File: src/rtl/seg_xlate_pkg.sv
package seg_xlate_pkg;
    localparam int N_PTR    = 3;
    localparam int PTR_CODE = 0;
    localparam int PTR_IRQ  = 1;
    localparam int PTR_DMA  = 2;
    localparam int N_KIND   = 4;

    typedef enum logic [2:0] {
        KIND_NONE,
        KIND_CODE,
        KIND_IRQ,
        KIND_DMA_PROG,
        KIND_DMA_DATA
    } acc_kind_t;
endpackage

File: src/rtl/seg_ptr_bank.sv
module seg_ptr_bank
    import seg_xlate_pkg::*;
#(
    parameter int SEG_W = 6,
    parameter int RD_W  = 8,
    parameter int SEL_W = 2
) (
    input  logic                   clk,
    input  logic                   rst_n,
    input  logic                   wr_en,
    input  logic [SEL_W-1:0]       wr_sel,
    input  logic [SEG_W-1:0]       wr_data,
    input  logic [SEL_W-1:0]       rd_sel,
    output logic [RD_W-1:0]        rd_data,
    output logic [SEG_W-1:0]       ptr_code,
    output logic [SEG_W-1:0]       ptr_irq,
    output logic [SEG_W-1:0]       ptr_dma
);
    logic [SEG_W-1:0] ptr_q [N_PTR];

    for (genvar g = 0; g < N_PTR; g++) begin : g_ptr
        always_ff @(posedge clk) begin
            if (wr_en && wr_sel == SEL_W'(g))
                ptr_q[g] <= wr_data;
        end


        load_chk: assert property (@(posedge clk) disable iff (!rst_n)
            (wr_en && wr_sel == SEL_W'(g)) |=> (ptr_q[g] == $past(wr_data)));


        hold_chk: assert property (@(posedge clk) disable iff (!rst_n)
            !(wr_en && wr_sel == SEL_W'(g)) |=> $stable(ptr_q[g]));
    end

    always_comb begin
        rd_data = '0;
        for (int i = 0; i < N_PTR; i++) begin
            if (rd_sel == SEL_W'(i))
                rd_data[SEG_W-1:0] = ptr_q[i];
        end
    end

    assign ptr_code = ptr_q[PTR_CODE];
    assign ptr_irq  = ptr_q[PTR_IRQ];
    assign ptr_dma  = ptr_q[PTR_DMA];
endmodule

File: src/rtl/seg_kind_mux.sv
module seg_kind_mux
    import seg_xlate_pkg::*;
#(
    parameter int VA_W  = 16,
    parameter int SEG_W = 6,
    localparam int PA_W = VA_W + SEG_W
) (
    input  logic                clk,
    input  logic                rst_n,
    input  logic [N_KIND-1:0]   strobes,
    input  logic [VA_W-1:0]     vaddr,
    input  logic [SEG_W-1:0]    ptr_code,
    input  logic [SEG_W-1:0]    ptr_irq,
    input  logic [SEG_W-1:0]    ptr_dma,
    output logic [PA_W-1:0]     paddr,
    output logic                sel_err
);
    acc_kind_t        kind;
    logic [SEG_W-1:0] seg;

    always_comb begin
        unique case (strobes)
            4'b0001: kind = KIND_CODE;
            4'b0010: kind = KIND_IRQ;
            4'b0100: kind = KIND_DMA_PROG;
            4'b1000: kind = KIND_DMA_DATA;
            default: kind = KIND_NONE;
        endcase
    end

    always_comb begin
        unique case (kind)
            KIND_CODE:     seg = ptr_code;
            KIND_IRQ:      seg = ptr_irq;
            KIND_DMA_PROG: seg = ptr_irq;
            KIND_DMA_DATA: seg = ptr_dma;
            default:       seg = '0;
        endcase
        sel_err = (kind == KIND_NONE);
        paddr   = {seg, vaddr};
    end


    err_flag_chk: assert property (@(posedge clk) disable iff (!rst_n)
        sel_err == ($countones(strobes) != 1));


    err_zero_chk: assert property (@(posedge clk) disable iff (!rst_n)
        sel_err |-> (paddr[PA_W-1:VA_W] == '0));


    low_pass_chk: assert property (@(posedge clk) disable iff (!rst_n)
        paddr[VA_W-1:0] == vaddr);


    code_seg_chk: assert property (@(posedge clk) disable iff (!rst_n)
        (strobes == 4'b0001) |-> (paddr[PA_W-1:VA_W] == ptr_code));


    dma_prog_chk: assert property (@(posedge clk) disable iff (!rst_n)
        (strobes == 4'b0100) |-> (paddr[PA_W-1:VA_W] == ptr_irq));


    dma_data_chk: assert property (@(posedge clk) disable iff (!rst_n)
        (strobes == 4'b1000) |-> (paddr[PA_W-1:VA_W] == ptr_dma));
endmodule

File: src/rtl/seg_xlate.sv
module seg_xlate
    import seg_xlate_pkg::*;
#(
    parameter int VA_W  = 16,
    parameter int SEG_W = 6,
    parameter int RD_W  = 8,
    parameter int SEL_W = 2,
    localparam int PA_W = VA_W + SEG_W
) (
    input  logic               clk,
    input  logic               rst_n,
    input  logic [VA_W-1:0]    vaddr,
    input  logic               acc_code,
    input  logic               acc_irq,
    input  logic               acc_dma_prog,
    input  logic               acc_dma_data,
    input  logic               wr_en,
    input  logic [SEL_W-1:0]   wr_sel,
    input  logic [SEG_W-1:0]   wr_data,
    input  logic [SEL_W-1:0]   rd_sel,
    output logic [RD_W-1:0]    rd_data,
    output logic [PA_W-1:0]    paddr,
    output logic               sel_err
);
    logic [SEG_W-1:0]  ptr_code, ptr_irq, ptr_dma;
    logic [N_KIND-1:0] strobes;

    assign strobes = {acc_dma_data, acc_dma_prog, acc_irq, acc_code};

    seg_ptr_bank #(.SEG_W(SEG_W), .RD_W(RD_W), .SEL_W(SEL_W)) u_bank (
        .clk      (clk),
        .rst_n    (rst_n),
        .wr_en    (wr_en),
        .wr_sel   (wr_sel),
        .wr_data  (wr_data),
        .rd_sel   (rd_sel),
        .rd_data  (rd_data),
        .ptr_code (ptr_code),
        .ptr_irq  (ptr_irq),
        .ptr_dma  (ptr_dma)
    );

    seg_kind_mux #(.VA_W(VA_W), .SEG_W(SEG_W)) u_mux (
        .clk      (clk),
        .rst_n    (rst_n),
        .strobes  (strobes),
        .vaddr    (vaddr),
        .ptr_code (ptr_code),
        .ptr_irq  (ptr_irq),
        .ptr_dma  (ptr_dma),
        .paddr    (paddr),
        .sel_err  (sel_err)
    );


    rd_upper_chk: assert property (@(posedge clk) disable iff (!rst_n)
        rd_data[RD_W-1:SEG_W] == '0);


    irq_seg_chk: assert property (@(posedge clk) disable iff (!rst_n)
        (acc_irq && !acc_code && !acc_dma_prog && !acc_dma_data)
            |-> (paddr[PA_W-1:VA_W] == ptr_irq));
endmodule

File: config.mk
export PLATFORM = sky130hd
export DESIGN_NAME = seg_xlate
export DESIGN_NICKNAME = d
export VERILOG_FILES = /design/src/rtl/seg_xlate_pkg.sv /design/src/rtl/seg_ptr_bank.sv /design/src/rtl/seg_kind_mux.sv /design/src/rtl/seg_xlate.sv
export SDC_FILE = /design/constraint.sdc
export NUM_CORES = 1
export LEC_CHECK = 0
export ABC_CLOCK_PERIOD_IN_PS = 2000
export BUFFER_PORTS_ARGS = -buffer_cell sky130_fd_sc_hd__clkbuf_2
export CORE_MARGIN = 2
export CORE_UTILIZATION = 44
export DETAILED_ROUTE_END_ITERATION = 10
export HOLD_SLACK_MARGIN = 0.05
export PLACE_DENSITY = 0.84
export SLEW_MARGIN = 40
export SYNTH_ARGS = -nofsm -noshare
export SYNTH_HDL_FRONTEND = slang
export SYNTH_SLANG_ARGS = --single-unit
File: constraint.sdc
create_clock -name clk -period 2 [get_ports clk]
set_input_delay 0.1 -clock clk [delete_from_list [all_inputs] [get_ports clk]]
set_output_delay 0.1 -clock clk [all_outputs]
set_load 0.005 [all_outputs]
-- Word level (Yosys, flattened, before mapping)
Memories as Yosys holds them, arrays and structs flattened.
Index checks and enable logic that the tools add are counted.
Widths: inputs -> output; s select.
- equality and inequality tests: 12
- mux-type cells: 17
- reductions and logical operators: 9
- operators with widths (kind ; count):
    $mux 6 ; 5
    $pmux 6 s3 ; 1
    $pmux 3 s4 ; 1
    $reduce_or 6->1 ; 2
    $mux 1 ; 8
    $eq 3x2->1 const B ; 2
    $eq 2x1->1 const B ; 2
    $eq 2x2->1 const B ; 2
    $eq 4x1->1 const B ; 1
    $eq 4x2->1 const B ; 1
    $eq 4x3->1 const B ; 1
    $eq 4x4->1 const B ; 1
    $logic_not 2->1 ; 2
    $mux 2 ; 2
    $eq 3x1->1 const B ; 1
    $eq 3x3->1 const B ; 1
    $logic_and 1x1->1 ; 3
    $logic_not 3->1 ; 1
    $reduce_or 2->1 ; 1
- bits in registers: 0
- bits in writable memories: 18
- input port bits: 33
- word-level logic and storage cells: 39
- memories kept: 1
- memory list (memory ; depth ; width ; read ports ; clocked after memory_dff ; write ports ; line ; text):
    u_bank.ptr_q ; 3 ; 6 ; 3 ; 0 ; 1 ; seg_ptr_bank.sv:19 ; logic [SEG_W-1:0] ptr_q [N_PTR];

-- Logic depth before layout (Yosys ltp)
- depth after elaboration: 7
- mapped depth: 4
- mapped depth without buffers: 3

-- Modules after synthesis
Synthesis repeated with hierarchy kept, for this count alone.
- cells, all modules: 71
- area, all modules: 1013.5 µm²
- modules (own cells, without submodules) (module ; instances ; cells an instance ; area each (µm²) ; seq. area each (µm²)):
    seg_ptr_bank ; 1 ; 38 ; 718.2 ; 540.5
    seg_kind_mux ; 1 ; 33 ; 295.3 ; 0.0

-- Least setup slack after synthesis
No wires, ideal clock.
- path type: input -> register
- start point: in wr_sel[1]
- end point: mem u_bank.ptr_q[0][0], enable pin
- data arrival time: 0.636 ns
- path slack: 0.985 ns
- stages: 1
- buffers on the path: 0
- cells stage by stage: nor3b_1
- cells in the longest elaborated chain, start to end: 7
- elaborated cells on any way between the ends: 18
- those cells by class: eq/ne (2); mux (10); reduce/logical (6)
- ends and longest elaborated chain (element ; line ; text):
    from (decl) ; seg_xlate.sv:18 ; input logic [SEL_W-1:0] wr_sel,
    $eq 2x1->1 ; seg_ptr_bank.sv:23 ; if (wr_en && wr_sel == SEL_W'(g))
    $logic_and 1x1->1 ; seg_ptr_bank.sv:23 ;
    $mux 1 ; seg_ptr_bank.sv:23 ;
    $mux 1 (not written as such) ; seg_ptr_bank.sv:24 ; ptr_q[g] <= wr_data;
    $reduce_or 6->1 (no line) ; n/a ;
    $mux 2 (no line) or $mux 1 (tied branches) (2 in a row) ; n/a ;
    to (decl) ; seg_ptr_bank.sv:19 ;
Parallel ways exist; a longest one is shown, timed or not.

-- Worst setup path in the final report
- start point: in acc_dma_data
- end point: out paddr[16]
- cells in the longest elaborated chain, start to end: 5
- elaborated cells on any way between the ends: 11
- those cells by class: eq/ne (8); mux (2); reduce/logical (1)
- ends and longest elaborated chain (element ; line ; text):
    from (decl) ; seg_xlate.sv:16 ; input logic acc_dma_data,
    $eq 4x4->1, or another cell as far along ; seg_kind_mux.sv:22 ; unique case (strobes)
    $pmux 3 s4 (*) ; seg_kind_mux.sv:22 ;
    $eq 3x2->1 ; seg_kind_mux.sv:32 ; unique case (kind)
    $reduce_or 2->1 (no line) ; n/a ;
    $pmux 6 s3 (*) ; seg_kind_mux.sv:32 ;
    to (decl) ; seg_xlate.sv:22 ; output logic [PA_W-1:0] paddr,
Mark *: on every way between the ends. The rest lies on a longest branch, timed or not.

==> metrics.yaml <==
status: "finished, final reports clean"
ctsHoldBuffers: 6
synth.area.mux_share_pct: 6.13
post_cts_buffers: 0
via_per_inst: 5.15
synth_compound_area_share_pct: 13.0
leakage_nw: 0.495
cap_viol_max_count: 0
min_path_type: "input pin to primary output"
die_area_mm2: 0.00262
core_mm2: 0.00215
synth_seq_area_share_pct: 55.2
cp-start-kind: "input pin"
io_buffers: 28
setup_viol: 0
cts_sinks: 18
gp_congestion: 0.646
fillers: 195
overflow: 0
synth_simple_gate_area_share_pct: 10.1
core.rowCount: 17
tns_ns: 0
synth_cell_type_count: 16
grt_pass1_wl_um: 2750
swShare_pct: 21.4
relSlewSlack_pct: 56.6
drt_iter0_drc: 9
dieWidth_um: 51.2
clock_path_buffers: 2
syn_area_um2: 980
required_ns: 1.90
num_vias: 644
syn_inst: 77
regMostFlops: "u_bank.ptr_q"
worstPathCellList: "clkbuf_2 -> nor4b_2 -> a22o_1 -> a21o_1 -> clkbuf_2"
critPathMostFrequentCell: "clkbuf_2"
cp-end-kind: "primary output"
wl_per_cell_um: 14.0
final_nets: 132
period_minus_slack_ns: 1.39
critPathMaxFanout: 7
fmax_ghz: 0.721
yosysTopAreaCell: "edfxtp_1"
critPathKind: "input pin to primary output"
synthAdderAreaFrac_pct: 0
ios: 64
grt_max_degree: 10
cts_resized: 0
cts_tree: "built"
pwr-share-clk_pct: 23.2
crit_start: "acc_dma_data"
final_antenna_net_count: 0
grt_pass1_vias: 624
setup_ws_ns: 0.613
crit_end: "paddr[16]"
diodes: 0
drc: 0
synth_xor_area_share_pct: 0.894
syn_avg_cell_area_um2: 12.7
routed_wl_um: 1760
worst_pin_slew_ns: 0.649
largest_reg_flops: 18
grt_usage_pct: 14.0
synth_top_area_share_pct: 55.2
yosysWarnings: 0
drive_gt1_share_pct: 36.1
final-hold-violation-count: 0
synth_top_family_by_area: "buffers and inverters"
synthTopCellsByArea: "edfxtp_1 (55%), buf_4 (14%), mux2i_1 (6.1%)"
antenna_found_initial: 0
p_seq_share_pct: 62.6
combPwrFrac_pct: 14.2
cp.arrival_ns: 1.29
drv_slew: 0
h-tree-depth: 1
post-place-ws_ns: 0.603
numCtsBuffers: 3
rsz0062_at_grt: "false"
syn2layout_area_growth_pct: 13.2
slowest_stage: "nor4b_2"
reg_top3: "u_bank.ptr_q: 18 flops"
firstDrtPassIters: 4
ir_drop_v: 0.000273
dieHeight_um: 51.2
start_util_pct: 45.6
switching_power_mw: 0.151
intPower_mw: 0.557
cts-root-buf: "clkbuf_4"
timing.final.crit_share_pct: 69.3
synth_seq_cells: 18
cp_slowest_stage_delay_ns: 0.62
powerDensity_mw_per_mm2: 639
## logic make-up (layout without fill, tap and decap cells)
family / count (synthesis) / count (layout)
AOI/OAI and AO/OA: 18 / 18
DFF: 18 / 18
other: 1 / 2
and+or+nand+nor: 14 / 14
buffers and inverters: 19 / 38
xor gates and xnor gates: 1 / 1
muxes: 6 / 6
## Yosys cell counts
cell type and count:
buf_4 18, edfxtp_1 18, a21o_1 6, a22o_1 6, mux2i_1 6, nand2_1 6, o21ai_0 6, and3b_1 2
nor4b_2 2, buf_2 1, conb_1 1, nor2b_1 1, nor3_1 1, nor3_2 1, nor3b_1 1, xnor2_1 1
## worst min path at each step
stage	slack, ns	end	startpoint	cells past startpoint
4_1_cts	0.20	paddr[5]	vaddr[5]	0
3_3_place_gp	0.20	paddr[5]	vaddr[5]	0
5_1_grt	0.20	paddr[3]	vaddr[3]	0
3_5_place_dp	0.20	paddr[5]	vaddr[5]	0
2_1_floorplan	0.20	u_bank.ptr_q[0][0]	wr_data[0]	0
6_report	0.20	paddr[1]	vaddr[1]	0
## area by class of cell
type	count	area, um^2	share of cell area (%)
clock buffer	3	22.5	2.03
sequential	18	541	48.8
timing repair buffer	35	208	18.7
multi-input combinational	41	303	27.3
tap	28	35.0	3.16
## worst max-delay path, delay by kind of cell
| family | cells | cell delay [ns] |
|---|---|---|
| AND/OR/NAND/NOR | 1 | 0.62 |
| buffers and inverters | 2 | 0.22 |
| AO/OA/AOI/OAI | 2 | 0.35 |
## metrics by stage
step	power [mW]	hold WS (ns)	area, um^2	cells	util [%]
floorplan	0.523	0.199	983	78	-
detailed placement	0.544	0.200	1030	116	47.8
global route	0.743	0.200	1110	125	51.6
CTS	0.717	0.200	1110	125	51.6
global placement	0.540	0.200	1030	116	47.8
finish	0.709	0.200	1110	125	51.6
## power by group through the flow
stage | clock, mW | combinational [mW] | sequential (mW)
finish | 0.164 | 0.101 | 0.443
global route | 0.185 | 0.112 | 0.446
CTS | 0.172 | 0.101 | 0.443
detailed placement | 0 | 0.0919 | 0.452
global placement | 0 | 0.0885 | 0.451
floorplan | 0 | 0.0731 | 0.450
## metal layers
metal	vias up	wire length, um	global-route usage, %
met5	-	0	0
met4	0	48	10.4
met3	6	158	1.17
met2	34	894	24.7
met1	294	655	15.8
li1	310	-	-
## layout by cell type (no fill, tap or decap), drive strengths merged
master	count
o21ai	6
and3b	2
nand2	6
edfxtp	18
dlygate4sd3	6
clkbuf	31
xnor2	1
buf	1
mux2i	6
nor3	2
nor4b	2
nor2b	1
a21o	6
a22o	6
conb	2
nor3b	1
Note: power is estimated with default switching activity, not from simulation.
